--- config.mk ---
export PLATFORM = sky130hd
export DESIGN_NAME = syl_decoder
export DESIGN_NICKNAME = d
export VERILOG_FILES = /design/src/rtl/syl_dec_pkg.sv /design/src/rtl/syl_classify.sv /design/src/rtl/syl_gather.sv /design/src/rtl/syl_decoder.sv
export SDC_FILE = /design/constraint.sdc
export NUM_CORES = 1
export LEC_CHECK = 0
export BUFFER_PORTS_ARGS = -buffer_cell sky130_fd_sc_hd__buf_2
export CAP_MARGIN = 20
export CORE_MARGIN = 2
export CORE_UTILIZATION = 30
export DETAILED_ROUTE_END_ITERATION = 6
export REMOVE_ABC_BUFFERS = 1
export SYNTH_ARGS = -nofsm -noshare
export SYNTH_HDL_FRONTEND = slang
export SYNTH_SLANG_ARGS = --single-unit
--- constraint.sdc ---
create_clock -name clk_i -period 3.3 [get_ports clk_i]
set_clock_uncertainty 0.1 [all_clocks]
set_input_delay 0.825 -clock clk_i [delete_from_list [all_inputs] [get_ports clk_i]]
set_output_delay 0.825 -clock clk_i [all_outputs]
set_load 0.02 [all_outputs]
--- src/rtl/syl_dec_pkg.sv ---
package syl_dec_pkg;
  localparam int SYL_W = 8;

  typedef enum logic [2:0] {
    CLS_VAL    = 3'd0,
    CLS_NAME   = 3'd1,
    CLS_OPER   = 3'd2,
    CLS_BRANCH = 3'd3,
    CLS_LIT    = 3'd4,
    CLS_BAD    = 3'd5
  } ins_class_e;

  localparam logic [SYL_W-1:0] OP_BR_FALSE = 8'hA0;
  localparam logic [SYL_W-1:0] OP_BR_TRUE  = 8'hA1;
  localparam logic [SYL_W-1:0] OP_BR_ALWAYS = 8'hA2;
  localparam logic [SYL_W-1:0] OP_LIT_8    = 8'hB2;
  localparam logic [SYL_W-1:0] OP_LIT_16   = 8'hB3;
  localparam logic [SYL_W-1:0] OP_LIT_LONG = 8'hBE;
  localparam logic [SYL_W-1:0] OP_INVALID  = 8'hFF;

  localparam int CALL_LOW_W = 6;
  localparam int LONG_TRAIL = 4;
endpackage

--- src/rtl/syl_classify.sv ---
module syl_classify
  import syl_dec_pkg::*;
#(
  parameter int TRAIL_W = 3
) (
  input  logic [SYL_W-1:0]   syl_i,
  output ins_class_e         cls_o,
  output logic [TRAIL_W-1:0] trail_o,
  output logic               bad_o
);
  always_comb begin
    cls_o   = CLS_OPER;
    trail_o = '0;
    bad_o   = 1'b0;
    if (!syl_i[SYL_W-1]) begin
      cls_o   = syl_i[SYL_W-2] ? CLS_NAME : CLS_VAL;
      trail_o = TRAIL_W'(1);
    end else begin
      case (syl_i)
        OP_BR_FALSE, OP_BR_TRUE, OP_BR_ALWAYS: begin
          cls_o   = CLS_BRANCH;
          trail_o = TRAIL_W'(2);
        end
        OP_LIT_8: begin
          cls_o   = CLS_LIT;
          trail_o = TRAIL_W'(1);
        end
        OP_LIT_16: begin
          cls_o   = CLS_LIT;
          trail_o = TRAIL_W'(2);
        end
        OP_LIT_LONG: begin
          cls_o   = CLS_LIT;
          trail_o = TRAIL_W'(LONG_TRAIL);
        end
        OP_INVALID: begin
          cls_o = CLS_BAD;
          bad_o = 1'b1;
        end
        default: ;
      endcase
    end
  end
endmodule

--- src/rtl/syl_gather.sv ---
module syl_gather
  import syl_dec_pkg::*;
#(
  parameter int MAX_TRAIL = 4,
  localparam int IMM_W   = SYL_W * MAX_TRAIL,
  localparam int TRAIL_W = $clog2(MAX_TRAIL + 1)
) (
  input  logic               clk_i,
  input  logic               rst_ni,
  input  logic               load_i,
  input  logic [IMM_W-1:0]   load_imm_i,
  input  logic [TRAIL_W-1:0] load_cnt_i,
  input  logic               shift_i,
  input  logic [SYL_W-1:0]   syl_i,
  output logic [IMM_W-1:0]   imm_o,
  output logic [TRAIL_W-1:0] remain_o
);
  logic [SYL_W-1:0]   lane_q [MAX_TRAIL];
  logic [TRAIL_W-1:0] remain_q;

  // lane 0 is the least significant byte; new syllables enter there
  for (genvar i = 0; i < MAX_TRAIL; i++) begin : g_lane
    logic [SYL_W-1:0] shift_in;
    if (i == 0) begin : g_first
      assign shift_in = syl_i;
    end else begin : g_rest
      assign shift_in = lane_q[i-1];
    end

    always_ff @(posedge clk_i or negedge rst_ni) begin
      if (!rst_ni)      lane_q[i] <= '0;
      else if (load_i)  lane_q[i] <= load_imm_i[i*SYL_W +: SYL_W];
      else if (shift_i) lane_q[i] <= shift_in;
    end

    assign imm_o[i*SYL_W +: SYL_W] = lane_q[i];
  end

  always_ff @(posedge clk_i or negedge rst_ni) begin
    if (!rst_ni)      remain_q <= '0;
    else if (load_i)  remain_q <= load_cnt_i;
    else if (shift_i && remain_q != '0) remain_q <= remain_q - TRAIL_W'(1);
  end

  assign remain_o = remain_q;
endmodule

--- src/rtl/syl_decoder.sv ---
module syl_decoder
  import syl_dec_pkg::*;
#(
  parameter int MAX_TRAIL = 4,
  localparam int IMM_W   = SYL_W * MAX_TRAIL,
  localparam int TRAIL_W = $clog2(MAX_TRAIL + 1),
  localparam int LEN_W   = $clog2(MAX_TRAIL + 2)
) (
  input  logic             clk_i,
  input  logic             rst_ni,
  input  logic             syl_valid_i,
  input  logic [SYL_W-1:0] syl_data_i,
  output logic             syl_ready_o,
  output logic             ins_valid_o,
  input  logic             ins_ready_i,
  output logic [2:0]       ins_class_o,
  output logic [SYL_W-1:0] ins_op_o,
  output logic [LEN_W-1:0] ins_len_o,
  output logic [IMM_W-1:0] ins_imm_o,
  output logic             ins_bad_o
);
  ins_class_e         cls_d;
  logic [TRAIL_W-1:0] trail_d;
  logic               bad_d;
  logic               accept, first, last_trail;
  logic               busy_q, out_q, bad_q;
  ins_class_e         cls_q;
  logic [SYL_W-1:0]   op_q;
  logic [LEN_W-1:0]   len_q;
  logic [IMM_W-1:0]   seed;
  logic [TRAIL_W-1:0] remain;

  assign syl_ready_o = !out_q;
  assign accept      = syl_valid_i && syl_ready_o;
  assign first       = accept && !busy_q;
  assign last_trail  = accept && busy_q && remain == TRAIL_W'(1);

  syl_classify #(.TRAIL_W(TRAIL_W)) u_classify (
    .syl_i   (syl_data_i),
    .cls_o   (cls_d),
    .trail_o (trail_d),
    .bad_o   (bad_d)
  );

  // call forms carry the low bits of the first syllable into the couple
  always_comb begin
    seed = '0;
    if (cls_d == CLS_VAL || cls_d == CLS_NAME)
      seed[CALL_LOW_W-1:0] = syl_data_i[CALL_LOW_W-1:0];
  end

  syl_gather #(.MAX_TRAIL(MAX_TRAIL)) u_gather (
    .clk_i      (clk_i),
    .rst_ni     (rst_ni),
    .load_i     (first),
    .load_imm_i (seed),
    .load_cnt_i (trail_d),
    .shift_i    (accept && busy_q),
    .syl_i      (syl_data_i),
    .imm_o      (ins_imm_o),
    .remain_o   (remain)
  );

  always_ff @(posedge clk_i or negedge rst_ni) begin
    if (!rst_ni) begin
      busy_q <= 1'b0;
      out_q  <= 1'b0;
      bad_q  <= 1'b0;
      cls_q  <= CLS_OPER;
      op_q   <= '0;
      len_q  <= '0;
    end else begin
      if (out_q && ins_ready_i) out_q <= 1'b0;
      if (first) begin
        op_q  <= syl_data_i;
        cls_q <= cls_d;
        bad_q <= bad_d;
        len_q <= LEN_W'(trail_d) + LEN_W'(1);
        if (trail_d == '0) out_q  <= 1'b1;
        else               busy_q <= 1'b1;
      end
      if (last_trail) begin
        busy_q <= 1'b0;
        out_q  <= 1'b1;
      end
    end
  end

  assign ins_valid_o = out_q;
  assign ins_class_o = cls_q;
  assign ins_op_o    = op_q;
  assign ins_len_o   = len_q;
  assign ins_bad_o   = bad_q;
endmodule

**Word-level counts from Yosys, hierarchy flattened**

Index checks and enable logic that the tools add are counted.
W data, S select, Z words.

- $add $sub $neg: 2
- Eq/ne operators: 10
- Mux-type cells: 25
- Reduce and logical (&&, ||, !) cells: 19

Operator list:

| operator | count |
|---|---|
| $mux W8 | 8 |
| $eq A8 B8 Y1 const B | 7 |
| $pmux W3 S3 | 2 |
| $mux W3 | 4 |
| $mux W1 | 10 |
| $eq A3 B1 Y1 const B | 2 |
| $logic_and A1 B1 Y1 | 6 |
| $logic_not A3 Y1 | 2 |
| $mux W6 | 1 |
| $reduce_bool A2 Y1 | 3 |
| $reduce_or A3 Y1 | 2 |
| $reduce_or A4 Y1 | 1 |
| $add A3 B1 Y3 const B | 1 |
| $reduce_bool A3 Y1 | 1 |
| $sub A3 B1 Y3 const B | 1 |
| $logic_not A1 Y1 | 2 |
| $ne A2 B2 Y1 const B | 1 |
| $reduce_and A2 Y1 | 1 |
| $logic_or A1 B1 Y1 | 1 |

- Register bits after elaboration: 52
- Output and inout bits: 49

**Longest topological paths before layout**

- Depth in word-level cells: 8
- Gate-level depth with buffers: 7

**Modules after synthesis**

A second synthesis with hierarchy kept.

- Cells, all modules: 240
- Area, all modules: 2,606.2 µm²

By module, submodules not included:

| module | times used | cells each | area an instance (µm²) | seq. area each (µm²) |
|---|---|---|---|---|
| syl_gather | 1 | 159 | 1,659.1 | 875.8 |
| syl_decoder | 1 | 59 | 807.0 | 426.7 |
| syl_classify | 1 | 22 | 140.1 | 0.0 |

**Least setup slack after synthesis**

OpenSTA, ideal clock, no wires.

- Path kind: input to register
- From: input syl_data_i[6]
- To: register out_q (netlist: ins_valid_o)
- Setup time: 0.140 ns
- Arrival time: 2.017 ns
- Path slack: 1.042 ns
- Stages: 7
- Path buffers: 1
- Cell sequence: buf_6 or3_4 o31ai_2 inv_2 ha_1 nand2_1 o221ai_1

- Word-level cells in the longest chain between the ends: 8
- Elaborated cells between the ends (all ways): 13

Ends and longest elaborated chain:

| what | line | RTL |
|---|---|---|
| from (decl) | syl_decoder.sv:12 | `input logic [SYL_W-1:0] syl_data_i,` |
| $eq A8 B8 Y1 | syl_classify.sv:19 | `case (syl_i)` |
| $reduce_or A4 Y1 (no line) | - |  |
| $pmux W3 S3 (*) | syl_classify.sv:19 |  |
| $mux W3 (*) | syl_classify.sv:15 | `if (!syl_i[SYL_W-1]) begin` |
| $logic_not A3 Y1 (*) | syl_decoder.sv:79 | `if (trail_d == '0) out_q <= 1'b1;` |
| $mux W1 (*) | syl_decoder.sv:79 |  |
| $mux W1 (*) | syl_decoder.sv:74 | `if (first) begin` |
| $mux W1 (*) | syl_decoder.sv:82 | `if (last_trail) begin` |
| to (signal assigned) | syl_decoder.sv:73 | `if (out_q && ins_ready_i) out_q <= 1'b0;` |
| to (signal assigned) | syl_decoder.sv:79 |  |
| to (signal assigned) | syl_decoder.sv:84 | `out_q <= 1'b1;` |
| to (decl) | syl_decoder.sv:26 | `logic busy_q, out_q, bad_q;` |

Every way passes the cells marked *; elsewhere a longest branch is shown, timed or not.
A chain may end at the register's enable or synchronous reset.

**Worst setup path after layout**

- From: input syl_data_i[2]
- To: register out_q (netlist: ins_valid_o)

The elaborated chain is that of the path after synthesis.

==> impl_metrics.json <==
{
  "place_congestion": 0.771,
  "layout_common_cells": "nand2_1, buf_2, dfrtp_1, nand3_1, a21oi_1",
  "finalMaxSlewViolations": 0,
  "setup_viol": 0,
  "fp.coreArea_um2": 7610,
  "synth_cells": 257,
  "hold_buffers": 0,
  "wirelength_um": 5350,
  "io_pins": 61,
  "cp_slowest_stage_delay_ns": 0.42,
  "syn_avg_cell_area_um2": 8.99,
  "vias": 1886,
  "grt_overflow": 0,
  "syn_area_um2": 2310,
  "dr.pass1.iters": 4,
  "whs_ns": 0.319,
  "cts_buffers": 5,
  "power-per-cell-area_nw_per_um2": 899,
  "synth.distinct_cells": 37,
  "cts-root-buf": "clkbuf_8",
  "period_share_pct": 64.2,
  "viasPerCell": 4.53,
  "maxSlewHeadroom_pct": 50.7,
  "placementRows": 32,
  "dp_slack_ns": 0.854,
  "cts_num_sinks": 52,
  "synth-edff-count": 0,
  "drive_gt1_share_pct": 27.1,
  "arrival_ns": 2.17,
  "crit_path_max_fanout": 5,
  "dieWidth_um": 91.8,
  "grt_max_degree": 34,
  "track_usage_pct": 13.2,
  "antenna_found_initial": 0,
  "cp_slowest_cell": "or3_4",
  "final_common_cell": "nand2_1",
  "setup_tns_ns": 0,
  "area_growth_syn_to_layout_pct": 22.5,
  "wl_per_cell_um": 12.9,
  "htree_levels": 2,
  "drv_cap": 0,
  "end_kind": "flop",
  "start_util_pct": 30.4,
  "layout.nets": 330,
  "rsz0062_at_grt": "false",
  "worstPathRequired_ns": 3.36,
  "start_kind": "input pin",
  "grt_pass1_vias": 1775,
  "die_area_um2": 8420,
  "ir_worst_vdd_v": 0.000279,
  "hpwl_um": 3810,
  "layout_setup_ws_ns": 1.18,
  "worst_pin_slew_ns": 0.740,
  "leakage_nw": 1.54,
  "outcome": "complete, no violations",
  "die_h_um": 91.8,
  "drtIter0Drc": 87,
  "portBuffers": 60,
  "cts_buffer_depth": 2,
  "postCtsSetupBuffers": 0,
  "max_clock_freq_mhz": 472,
  "n_antenna_cell": 0,
  "ant_nets": 0,
  "clock_latency_ns": 0.31,
  "grt_pass1_wl_um": 8970,
  "dp.cells": 408,
  "synthArstFlopShare_pct": 100,
  "worstPathCellList": "buf_2, or3_4, o31ai_2, inv_2, ha_1, nand2_1, o221ai_1",
  "synthFlopType": "dfrtp_1",
  "fin_util_pct": 37.2,
  "yosys_warnings": 0,
  "final_cells": 416,
  "cts_tree": "yes",
  "finalCriticalPeriod_ns": 2.12,
  "route.detailed.drc": 0,
  "cts_resized": 0,
  "hold_violations": 0,
  "crit_type": "input pin to flop",
  "path_clk_slew_ns": 0.10,
  "ys_seq_area_share_pct": 56.4,
  "hp-class": "input pin to asynchronous set/reset pin",
  "synth_seq_cells": 52
}
-- final timing paths --
path	cells past startpoint	start	slack, ns	end
setup / recovery	7	syl_data_i[2]	1.18	ins_valid_o
hold / removal	1	rst_ni	0.32	u_gather.imm_o[30]
setup reg to reg	5	busy_q	1.34	ins_class_o[0]
hold reg to reg	2	u_gather.imm_o[26]	0.37	u_gather.imm_o[26]
max in group asynchronous	2	rst_ni	2.09	ins_class_o[1]
min in group clk_i	2	u_gather.imm_o[26]	0.37	u_gather.imm_o[26]
-- through the flow --
step	cell area, um2	power (mW)
floorplan	2230	1.70
global placement	2710	2.11
detailed placement	2710	2.12
CTS	2830	2.58
global route	2830	2.73
finish	2830	2.54
-- cells in the mapped netlist, types with 2 or more instances --
cell type	n	share of area [%]
a21oi_1	9	1.9
a22o_1	2	0.76
a31oi_1	2	0.54
buf_1	3	0.49
buf_2	4	0.87
clkbuf_1	10	1.6
dfrtp_1	51	55
ha_1	5	2.7
inv_1	6	0.97
nand2_1	99	16
nand3_1	29	6.3
nor2_1	2	0.32
nor2b_1	2	0.54
nor3_1	2	0.43
nor3b_1	2	0.65
o21ai_1	8	1.7
-- worst max-delay path: cells and delay by family --
family | cells | cell delay [ns]
adder cells (fa/ha/maj) | 1 | 0.20
AO/OA/AOI/OAI | 2 | 0.44
buffers and inverters | 2 | 0.21
AND/OR/NAND/NOR | 2 | 0.49
-- flip-flops by register name, indices dropped and copies added, names as in the netlist --
register,flops
busy_q,1
ins_bad_o,1
ins_class_o,3
ins_len_o,3
ins_op_o,8
ins_valid_o,1
u_gather.g_lane.shift_in,24
u_gather.imm_o,8
u_gather.remain_o,3
-- final cells by class --
type | count | area [um2]
clock buffer | 5 | 68.8
clock inverter | 3 | 47.5
fill | 824 | 4780
inverter | 7 | 26.3
multi-input combinational | 180 | 905
sequential | 52 | 1300
tap | 102 | 128
timing repair buffer | 67 | 353
-- per-layer routing --
layer	GRT usage, %	wire, um
met3	3.20	261
met1	18.6	2610
met2	20.1	2410
met4	4.10	71
met5	0	0
-- cells by family after synthesis --
| family | after synthesis | synth area share, % |
|---|---|---|
| AND/OR/NAND/NOR | 143 | 26.9 |
| flip-flops | 52 | 56.4 |
| AO/OA/AOI/OAI | 30 | 8.66 |
| buffers and inverters | 25 | 4.60 |
| adder cells (fa/ha/maj) | 5 | 2.71 |
| XOR/XNOR | 2 | 0.758 |
-- power breakdown --
group | switching [mW] | internal, mW
combinational | 0.724 | 0.338
sequential | 0.152 | 0.878
clock | 0.223 | 0.229
(Power assumes the default switching activity.)
